$ cat config.mk
export PLATFORM = sky130hd
export DESIGN_NAME = sinr_est
export DESIGN_NICKNAME = d
export VERILOG_FILES = /design/src/rtl/sinr_pkg.sv /design/src/rtl/sinr_accum.sv /design/src/rtl/sinr_stats.sv /design/src/rtl/sinr_divider.sv /design/src/rtl/sinr_est.sv
export SDC_FILE = /design/constraint.sdc
export NUM_CORES = 2
export LEC_CHECK = 0
export BUFFER_PORTS_ARGS = -buffer_cell sky130_fd_sc_hd__buf_2
export CAP_MARGIN = 20
export CORE_AREA = 2 2 445 447
export CTS_CLUSTER_DIAMETER = 80
export DETAILED_ROUTE_END_ITERATION = 10
export DIE_AREA = 0 0 447 449
export MAX_ROUTING_LAYER = met4
export PLACE_DENSITY = 0.4
export RECOVER_POWER = 100
export SYNTH_ARGS = -nofsm -noshare
export SYNTH_HDL_FRONTEND = slang
export SYNTH_SLANG_ARGS = --single-unit
$ cat constraint.sdc
create_clock -name clk -period 28.7 [get_ports clk]
set_clock_uncertainty 0.05 [all_clocks]
set_input_delay 0 -clock clk [delete_from_list [all_inputs] [get_ports clk]]
set_output_delay 0 -clock clk [all_outputs]
set_load 0.02 [all_outputs]
$ cat src/rtl/sinr_pkg.sv
`timescale 1ns/1ps
package sinr_pkg;
  // Control phases of the estimator
  typedef enum logic [1:0] {
    PH_COLLECT = 2'd0,  // accepting subcarrier beats
    PH_STATS   = 2'd1,  // forming mu / nu2 for the selected user
    PH_DIV     = 2'd2,  // sequential SINR division
    PH_OUT     = 2'd3   // offering the result downstream
  } phase_e;
endpackage

$ cat src/rtl/sinr_accum.sv
`timescale 1ns/1ps
// Per-user running sums of g * dinv
module sinr_accum #(
  parameter int NUM_USERS = 3,
  parameter int USER_W    = 2,
  parameter int G_W       = 12,
  parameter int DINV_W    = 12,
  parameter int DINV_FRAC = 12,
  parameter int ACC_W     = 19
) (
  input  logic              clk,
  input  logic              rst_n,
  input  logic              take,
  input  logic              fresh,
  input  logic [USER_W-1:0] user,
  input  logic [G_W-1:0]    g,
  input  logic [DINV_W-1:0] dinv,
  output logic [ACC_W-1:0]  sums [NUM_USERS]
);
  localparam int PROD_W = G_W + DINV_W;

  logic [PROD_W-1:0] prod;
  logic [ACC_W-1:0]  term;

  assign prod = PROD_W'(g) * PROD_W'(dinv);
  assign term = ACC_W'(prod >> DINV_FRAC);

  for (genvar i = 0; i < NUM_USERS; i++) begin : g_user
    logic hit;
    assign hit = (user == USER_W'(i));
    always_ff @(posedge clk or negedge rst_n) begin
      if (!rst_n) begin
        sums[i] <= '0;
      end else if (take) begin
        if (fresh)    sums[i] <= hit ? term : '0;
        else if (hit) sums[i] <= sums[i] + term;
      end
    end
  end
endmodule

$ cat src/rtl/sinr_stats.sv
`timescale 1ns/1ps
// Gain, floored variance and SINR numerator from one user's sum
module sinr_stats #(
  parameter int ACC_W    = 19,
  parameter int RL_W     = 16,
  parameter int RL_FRAC  = 16,
  parameter int ES_W     = 8,
  parameter int RHO_FRAC = 4,
  parameter int NU_FLOOR = 1,
  parameter int NU_W     = ES_W + 2*ACC_W,
  parameter int NUM_W    = 2*ACC_W + RHO_FRAC
) (
  input  logic [ACC_W-1:0] sum,
  input  logic [RL_W-1:0]  recip,
  input  logic [ES_W-1:0]  es,
  output logic [ACC_W-1:0] mu,
  output logic [NU_W-1:0]  nu2,
  output logic [NUM_W-1:0] num
);
  localparam int MP_W = ACC_W + RL_W;
  localparam int SQ_W = 2*ACC_W;

  logic [MP_W-1:0] mprod;
  logic [SQ_W-1:0] musq;
  logic [NU_W-1:0] sig_e, int_e, diff;
  logic            above;

  assign mprod = MP_W'(sum) * MP_W'(recip);
  assign mu    = ACC_W'(mprod >> RL_FRAC);
  assign musq  = SQ_W'(mu) * SQ_W'(mu);
  assign sig_e = NU_W'(es) * NU_W'(sum);
  assign int_e = NU_W'(es) * NU_W'(musq);
  assign diff  = sig_e - int_e;
  assign above = (sig_e > int_e) && (diff >= NU_W'(NU_FLOOR));
  assign nu2   = above ? diff : NU_W'(NU_FLOOR);
  assign num   = NUM_W'(musq) << RHO_FRAC;
endmodule

$ cat src/rtl/sinr_divider.sv
`timescale 1ns/1ps
// Restoring unsigned divider, one quotient bit per cycle, saturating result
module sinr_divider #(
  parameter int N_W = 42,
  parameter int D_W = 46,
  parameter int Q_W = 16
) (
  input  logic           clk,
  input  logic           rst_n,
  input  logic           start,
  input  logic [N_W-1:0] num,
  input  logic [D_W-1:0] den,
  output logic           done,
  output logic [Q_W-1:0] quo
);
  localparam int CNT_W = (N_W > 1) ? $clog2(N_W) : 1;

  logic [N_W-1:0]   nreg, q;
  logic [D_W-1:0]   dreg, rem;
  logic [CNT_W-1:0] cnt;
  logic             run;
  logic [D_W:0]     rem_sh, rem_sub;
  logic             fits;

  assign rem_sh  = {rem, nreg[N_W-1]};
  assign rem_sub = rem_sh - {1'b0, dreg};
  assign fits    = (rem_sh >= {1'b0, dreg});

  always_ff @(posedge clk or negedge rst_n) begin
    if (!rst_n) begin
      nreg <= '0; q <= '0; dreg <= '0; rem <= '0;
      cnt  <= '0; run <= 1'b0; done <= 1'b0;
    end else begin
      done <= 1'b0;
      if (start) begin
        nreg <= num;
        dreg <= den;
        rem  <= '0;
        q    <= '0;
        cnt  <= CNT_W'(N_W - 1);
        run  <= 1'b1;
      end else if (run) begin
        rem  <= fits ? rem_sub[D_W-1:0] : rem_sh[D_W-1:0];
        q    <= {q[N_W-2:0], fits};
        nreg <= nreg << 1;
        if (cnt == '0) begin
          run  <= 1'b0;
          done <= 1'b1;
        end else begin
          cnt <= cnt - 1'b1;
        end
      end
    end
  end

  if (N_W > Q_W) begin : g_sat
    assign quo = (|q[N_W-1:Q_W]) ? {Q_W{1'b1}} : q[Q_W-1:0];
  end else begin : g_nosat
    assign quo = Q_W'(q);
  end
endmodule

$ cat src/rtl/sinr_est.sv
`timescale 1ns/1ps
// Per-user post-equalization SINR estimator (top)
module sinr_est
  import sinr_pkg::*;
#(
  parameter int NUM_USERS = 3,
  parameter int G_W       = 12,
  parameter int DINV_W    = 12,
  parameter int DINV_FRAC = 12,
  parameter int MAX_L     = 64,
  parameter int RL_W      = 16,
  parameter int RL_FRAC   = 16,
  parameter int ES_W      = 8,
  parameter int RHO_FRAC  = 4,
  parameter int RHO_W     = 16,
  parameter int NU_FLOOR  = 1,
  localparam int USER_W   = (NUM_USERS > 1) ? $clog2(NUM_USERS) : 1,
  localparam int LEN_W    = $clog2(MAX_L + 1),
  localparam int TERM_W   = G_W + DINV_W - DINV_FRAC,
  localparam int ACC_W    = TERM_W + LEN_W,
  localparam int NU_W     = ES_W + 2*ACC_W,
  localparam int NUM_W    = 2*ACC_W + RHO_FRAC
) (
  input  logic              clk,
  input  logic              rst_n,
  input  logic              in_valid,
  output logic              in_ready,
  input  logic [USER_W-1:0] in_user,
  input  logic [G_W-1:0]    in_g,
  input  logic [DINV_W-1:0] in_dinv,
  input  logic              in_last,
  input  logic [ES_W-1:0]   es,
  input  logic [RL_W-1:0]   recip_len,
  output logic              out_valid,
  input  logic              out_ready,
  output logic [USER_W-1:0] out_user,
  output logic [ACC_W-1:0]  out_mu,
  output logic [NU_W-1:0]   out_nu2,
  output logic [RHO_W-1:0]  out_rho2
);
  phase_e            ph;
  logic [USER_W-1:0] u_sel;
  logic              fresh;
  logic              take;
  logic [ACC_W-1:0]  sums [NUM_USERS];
  logic [ACC_W-1:0]  sum_sel;
  logic [ACC_W-1:0]  mu_c, mu_q;
  logic [NU_W-1:0]   nu2_c, nu2_q;
  logic [NUM_W-1:0]  num_c, num_q;
  logic              div_start, div_done;
  logic [RHO_W-1:0]  quo, rho_q;

  assign in_ready = (ph == PH_COLLECT);
  assign take     = in_valid && in_ready;

  sinr_accum #(
    .NUM_USERS(NUM_USERS), .USER_W(USER_W), .G_W(G_W), .DINV_W(DINV_W),
    .DINV_FRAC(DINV_FRAC), .ACC_W(ACC_W)
  ) u_accum (
    .clk(clk), .rst_n(rst_n), .take(take), .fresh(fresh),
    .user(in_user), .g(in_g), .dinv(in_dinv), .sums(sums)
  );

  always_comb begin
    sum_sel = '0;
    for (int i = 0; i < NUM_USERS; i++)
      if (u_sel == USER_W'(i)) sum_sel = sums[i];
  end

  sinr_stats #(
    .ACC_W(ACC_W), .RL_W(RL_W), .RL_FRAC(RL_FRAC), .ES_W(ES_W),
    .RHO_FRAC(RHO_FRAC), .NU_FLOOR(NU_FLOOR), .NU_W(NU_W), .NUM_W(NUM_W)
  ) u_stats (
    .sum(sum_sel), .recip(recip_len), .es(es),
    .mu(mu_c), .nu2(nu2_c), .num(num_c)
  );

  sinr_divider #(.N_W(NUM_W), .D_W(NU_W), .Q_W(RHO_W)) u_div (
    .clk(clk), .rst_n(rst_n), .start(div_start),
    .num(num_q), .den(nu2_q), .done(div_done), .quo(quo)
  );

  always_ff @(posedge clk or negedge rst_n) begin
    if (!rst_n) begin
      ph        <= PH_COLLECT;
      u_sel     <= '0;
      fresh     <= 1'b1;
      mu_q      <= '0;
      nu2_q     <= '0;
      num_q     <= '0;
      rho_q     <= '0;
      div_start <= 1'b0;
    end else begin
      div_start <= 1'b0;
      unique case (ph)
        PH_COLLECT: if (take) begin
          fresh <= in_last;
          if (in_last) begin
            ph    <= PH_STATS;
            u_sel <= '0;
          end
        end
        PH_STATS: begin
          mu_q      <= mu_c;
          nu2_q     <= nu2_c;
          num_q     <= num_c;
          div_start <= 1'b1;
          ph        <= PH_DIV;
        end
        PH_DIV: if (div_done) begin
          rho_q <= quo;
          ph    <= PH_OUT;
        end
        PH_OUT: if (out_ready) begin
          if (u_sel == USER_W'(NUM_USERS - 1)) begin
            ph <= PH_COLLECT;
          end else begin
            u_sel <= u_sel + 1'b1;
            ph    <= PH_STATS;
          end
        end
        default: ph <= PH_COLLECT;
      endcase
    end
  end

  assign out_valid = (ph == PH_OUT);
  assign out_user  = u_sel;
  assign out_mu    = mu_q;
  assign out_nu2   = nu2_q;
  assign out_rho2  = rho_q;
endmodule

# After elaboration in Yosys (flattened, before gate mapping)
# Cells that the tools add are included.
[totals] ff_bits=366 in_bits=55
[classes] n_addsub=7 multipliers=5 magnitude_cmp=3 eq_ne=13 n_mux=42 reduce_logical=20
[ops] op="46-bit two-way mux" count=4
[ops] op="19-bit two-way mux" count=9
[ops] op="42-bit two-way mux" count=4
[ops] op="19-bit by 12-bit adder with 19-bit output" count=3
[ops] op="47-bit by 46-bit >= comparator with 1-bit output" count=1
[ops] op="46-bit by 1-bit >= comparator with 1-bit output (second input constant)" count=1
[ops] op="27-bit by 46-bit greater-than comparator with 1-bit output" count=1
[ops] op="8-bit by 38-bit multiplier with 46-bit output" count=1
[ops] op="27-bit by 46-bit subtractor with 46-bit output" count=1
[ops] op="46-bit subtractor" count=1
[ops] op="19-bit by 19-bit multiplier with 38-bit output" count=1
[ops] op="12-bit two-way mux" count=3
[ops] op="19-bit by 16-bit multiplier with 35-bit output" count=1
[ops] op="8-bit by 19-bit multiplier with 27-bit output" count=1
[ops] op="26-bit OR reduction" count=1
[ops] op="12-bit by 12-bit multiplier with 24-bit output" count=1
[ops] op="6-bit two-way mux" count=3
[ops] op="16-bit two-way mux" count=1
[ops] op="2-bit two-way mux" count=8
[ops] op="2-bit AND reduction" count=6
[ops] op="2-bit nonzero test" count=5
[ops] op="2-bit equality test (second input constant)" count=4
[ops] op="1-bit two-way mux" count=8
[ops] op="2-bit by 1-bit inequality test with 1-bit output (second input constant)" count=4
[ops] op="other kinds (11)" count=17

# Depth between registers and ports, before layout
[depth] ltp_word=11 depth_mapped=87 depth_no_buf=83

# Modules after synthesis
# A second synthesis with hierarchy kept.
[unflattened] cells_unflattened=6833 area_unflattened_um2=60848.4
[by_module_without_submodules] module="sinr_stats" n_inst=1 cells_per_inst=4173 area_each_um2=35602.9 seq_area_each_um2=0.0
[by_module_without_submodules] module="sinr_divider" n_inst=1 cells_per_inst=1255 area_each_um2=10951.8 seq_area_each_um2=4604.4
[by_module_without_submodules] module="sinr_accum" n_inst=1 cells_per_inst=1038 area_each_um2=8842.2 seq_area_each_um2=1426.4
[by_module_without_submodules] module="sinr_est" n_inst=1 cells_per_inst=367 area_each_um2=5451.5 seq_area_each_um2=3229.3

# Worst setup path before layout
# Ideal clock, no wire load.
[synth_timing] kind="register -> register" start="register u_sel[1] (netlist: out_user[1])" end="register nu2_q[0] (netlist: out_nu2[0])" setup_time_ps=87 t_arrival_ps=19457 path_slack_ps=9106 path_stages_with_launch=82 path_buffers=6 period_less_slack_ps=19594 cell_sequence="dfrtp_1 inv_1 ha_1 clkbuf_1 clkbuf_1 clkbuf_1 a21oi_1 o21ai_0 clkbuf_1 nand2_1 fa_1 inv_1 fa_1 inv_1 fa_1 inv_1 fa_1 fa_1 (+46 left out) clkbuf_1 nand4_1 or2_2 a21oi_1 nor2_1 nand2_1 xnor2_1 ha_1 and3_1 and3_1 nand2_1 o21ai_0 nand2_1 or3_1 xor2_1 o31a_1 o41a_1 a211oi_2"
[synth_between] elab_chain_cells=11 word_cells_on_any_way=15 cone_classes="1 x add/sub; 4 x mul; 2 x order compare; 2 x eq/ne; 4 x mux; 2 x reduce/logical"
[synth_lines] element="start, declared" line_no="sinr_est.sv:42" text="logic [USER_W-1:0] u_sel;"
[synth_lines] element="start signal, assigned" line_no="sinr_est.sv:118" text="u_sel <= u_sel + 1'b1;"
[synth_lines] element="2-bit zero test" line_no="sinr_est.sv:67" text="if (u_sel == USER_W'(i)) sum_sel = sums[i];"
[synth_lines] element="19-bit two-way mux (2 in series)" line_no="sinr_est.sv:67"
[synth_lines] element="19-bit two-way mux (*)" line_no="sinr_est.sv:67"
[synth_lines] element="19-bit by 16-bit multiplier with 35-bit output" line_no="sinr_stats.sv:28" text="assign mprod = MP_W'(sum) * MP_W'(recip);"
[synth_lines] element="19-bit by 19-bit multiplier with 38-bit output" line_no="sinr_stats.sv:30" text="assign musq = SQ_W'(mu) * SQ_W'(mu);"
[synth_lines] element="8-bit by 38-bit multiplier with 46-bit output" line_no="sinr_stats.sv:32" text="assign int_e = NU_W'(es) * NU_W'(musq);"
[synth_lines] element="27-bit by 46-bit subtractor with 46-bit output" line_no="sinr_stats.sv:33" text="assign diff = sig_e - int_e;"
[synth_lines] element="46-bit by 1-bit >= comparator with 1-bit output" line_no="sinr_stats.sv:34" text="assign above = (sig_e > int_e) && (diff >= NU_W'(NU_FLOOR));"
[synth_lines] element="1-bit logical AND" line_no="sinr_stats.sv:34"
[synth_lines] element="46-bit two-way mux (*)" line_no="sinr_stats.sv:35" text="assign nu2 = above ? diff : NU_W'(NU_FLOOR);"
[synth_lines] element="end signal, assigned" line_no="sinr_est.sv:105" text="nu2_q <= nu2_c;"
[synth_lines] element="end, declared" line_no="sinr_est.sv:48" text="logic [NU_W-1:0] nu2_c, nu2_q;"
# Every way passes the cells marked *; elsewhere a longest branch is shown, timed or not.
# A chain may end at the register's enable or synchronous reset.

# Worst setup path after layout
[layout_timing] start="register u_sel[0] (netlist: out_user[0])" end="register nu2_q[0] (netlist: out_nu2[0])"
# Same word-level chain as after synthesis.

==> summary.md <==
| Metric | Value |
|---|---|
| FMAX | `between 0.04 and 0.05 GHz` |
| Number of vias per cell | `4.65` |
| Status | `finished with violations` |
| R2r startpoint | `out_user[0]` |
| Antenna viol nets, final | `0` |
| Fraction of post-synthesis cell area in the top cell type by area | `a little under a third` |
| Hold WC Path Type | `input port to flip-flop` |
| Worst hold slack across all endpoints | `168 ps` |
| Setup repair after global routing missed its margin | `no` |
| Crit path required time | `29220 ps` |
| Measured slew at the worst slew-check pin | `8270 ps` |
| Buffer cell driving the clock tree root | `clkbuf_16` |
| Total DRC errors in the routed layout | `0` |
| Clock tree from TritonCTS | `done` |
| CP startpoint | `out_user[0]` |
| Cell types with the largest area share after synthesis | `fa_1 (31%), dfrtp_1 (15%), ha_1 (11%), inv_1 (7.7%), nand2_1 (5.3%)` |
| Level count of the clock H-tree | `2` |
| Violation count after the first detailed-route iteration | `1812` |
| Crit-path slowest cell | `xnor2_1` |
| Yosys top cell by area | `fa_1` |
| Number of nets in the synthesized netlist | `roughly 8100` |
| Number of nets in the layout | `around 8000` |
| Number of setup buffers added after CTS | `0` |
| Number of detailed-routing iterations run before antenna repair | `5` |
| Fraction of synthesis flops using an asynchronous set or reset pin | `between 90% and 100%` |
| Most frequent cell on the critical path | `fa_1` |
| Arrival time at the worst endpoint | `approximately 25000 ps` |
| Critical path class | `flip-flop to flip-flop` |
| Final GP Congestion | `about 0.8` |
| Placeable core region | `between 150000 and 200000 um2` |
| Number of CTS-inserted buffers | `58` |
| Number of slew-limit violations in the final report | `~940` |
| # setup viols final | `0` |
| Predominant post-synthesis flop cell | `dfrtp_1` |
| Via count | `around 43000` |
| Number of buffers on the longest clock path | `3` |
| Largest incremental delay on the critical path | `1500 ps` |
| Startpoint of the worst hold path | `es[1]` |
| Number of instances resized during post-cts repair | `0` |
| Floorplan die height | `between 400 and 500 um` |
| Final Hold Violating Endpoints | `0` |
| Signed area change from the synthesized netlist to the final layout | `9.19%` |
| Congestion Overflow GR | `0` |
| DIE WIDTH | `around 450 um` |
| Total routed wirelength | `~170000 um` |
| Largest net degree at the start of global routing | `approximately 200` |
| Post-DR wirelength/cell | `18.4 um` |
| Reg-to-reg setup timing slack | `4410 ps` |
| Number of maximum-capacitance constraint violations | `17` |
| Total standard cell area after synthesis | `about 58000 um2` |
| Quantity of I/O buffers inserted on ports | `139` |
| Synthesized flop and latch total | `360` |
| Insertion delay to the later sink of the worst-skew pair | `about 710 ps` |
| Antenna violations before repair | `4` |
| Slew headroom | `-451%` |
| Worst-path clk slew | `60 ps` |
| Kind of launch point of the worst setup path | `flip-flop` |
| Post-synth EDFFs | `0` |
| Critical-path maximum fanout | `40` |
| Vias in the first global route | `47000` |
| Gate Count Post-Synth | `6600` |
| Half-perimeter wire length of the detailed placement result | `131000 um` |
| Fin crit share | `a little over four fifths` |
| Sum of negative setup slack | `0 ps` |
| Placement Rows | `approximately 160` |
| Count of distinct cell types in the synthesized netlist | `97` |
| Yosys warning count | `0` |
| Die Footprint | `201000 um2` |
| Kind of capture point of the worst setup path | `flip-flop` |
| Number of sinks on the clock net | `360` |
| Fraction of the yosys area taken by sequential cells | `between 10% and 20%` |
| Failing checks | `max-capacitance violations, max-slew violations` |
| Post-Synthesis Mean Instance Area | `just under 9 um2` |
| Initial standard-cell utilization of the core | `29.8%` |
| Crit path time final | `between 20000 and 25000 ps` |
| Overall track demand over capacity in global routing | `between 10% and 20%` |
| Global-route wire length before repair | `roughly 280000 um` |
| Top-Level Pins | `140` |
| Layout cells sized above 1 | `~4.5%` |
-- worst paths after layout --
path | end | depth (start not counted)
min | out_nu2[1] | 6
max | out_nu2[0] | 75
min reg2reg | u_div.nreg[10] | 2
max reg2reg | out_nu2[0] | 75
min in group asynchronous | out_mu[2] | 4
max in group asynchronous | u_div.rem[13] | 6
-- cell families after synthesis --
| kind of cell | count (synthesis) | share of synthesized area (%) |
|---|---|---|
| AND/OR/NAND/NOR | 2005 | 16.2 |
| AO/OA/AOI/OAI | 954 | 10.7 |
| flip-flops | 360 | 15.4 |
| multiplexers | 135 | 2.43 |
| buffers and inverters | 1485 | 9.64 |
| XOR/XNOR | 251 | 3.82 |
| adder cells (fa/ha/maj) | 1410 | 41.8 |
-- repair_timing --
action	in CTS	in global routing
hold buffers	13	0
setup endpoints to repair	0	0
hold endpoints to repair	234	0
-- Yosys cell counts (19+ instances only) --
cell type  number
o21a_1         27
or3_1          21
ha_1          511
xnor2_1       170
xor2_1         78
fa_1          899
o2bb2ai_2      30
dfrtp_1       359
nor3_1         54
o21ai_0       234
a211oi_1       53
mux2i_1        83
and3_1         37
nand2b_1       40
nand2_1       824
a21o_1         88
nor2b_1        54
nand3_1        52
clkbuf_1      248
and2_1        406
a31oi_1        21
a21oi_1       283
nor2_1        415
o21bai_1       51
mux2_2         52
inv_1        1198
nand4_1        28
buf_1          19
-- flip-flops by register name, summed over array words and instances (netlist names) --
register	flops
u_accum.sums	57
out_nu2	46
u_div.dreg	46
u_div.rem	46
u_div.q	42
u_div.nreg	38
num_q	36
out_mu	19
out_rho2	16
u_div.cnt	6
out_user	2
ph	2
div_start	1
fresh	1
u_div.done	1
u_div.run	1
-- layout by cell type (no fill, tap or decap), types with 40 or more instances in the layout --
master / count
a21o_1: 88
xnor2_1: 170
fa_1: 899
buf_4: 50
o21ai_0: 221
buf_2: 52
nor2b_1: 54
nor2_1: 416
clkbuf_16: 58
a21oi_1: 283
inv_1: 1197
nor3_1: 54
dfrtp_1: 359
ha_1: 511
xor2_1: 78
mux2i_1: 83
a211oi_1: 53
nand2_1: 824
nand3_1: 52
and2_1: 404
o21bai_1: 51
nand2b_1: 40
mux2_2: 52
clkbuf_1: 136
-- layer usage --
metal / routed length [um] / track usage [%]
met1: 82600 / 24.6
met2: 80600 / 29.1
met3: 4860 / 1.79
met4: 3500 / 3.83
met5: 0 / -
-- critical path, delay by kind of cell, from the launching register on --
family,cells,cell delay (ps)
adder cells (fa/ha/maj),21,10210
AND/OR/NAND/NOR,20,4740
AO/OA/AOI/OAI,17,4020
buffers and inverters,14,2600
XOR/XNOR,3,2040
flip-flops,1,430
-- metrics by stage --
| stage | util (%) | setup slack, ps | area (um2) | std cells |
|---|---|---|---|---|
| after floorplan | - | 9110 | 58400 | 6600 |
| final | 32.5 | 4410 | 63700 | 9310 |
| after detailed placement | 31.6 | 5980 | 62000 | 9179 |
| after global placement | 31.6 | 6260 | 62000 | 9179 |
| after global routing | 32.5 | 2660 | 63700 | 9304 |
| after CTS | 32.7 | 5920 | 64200 | 9301 |
-- layout make-up --
cell class                 instances  area [um2]
antenna                            7        17.5
sequential                       360        9010
timing repair buffer             237        1220
fill                           20900      132000
tap                             2640        3300
inverter                        1202        4510
multi-input combinational       4755       43600
clock inverter                    30         432
clock buffer                      79        1610
Power is not shown: default switching activity piles up to over one toggle a cycle in this logic, so the estimate is an artifact.
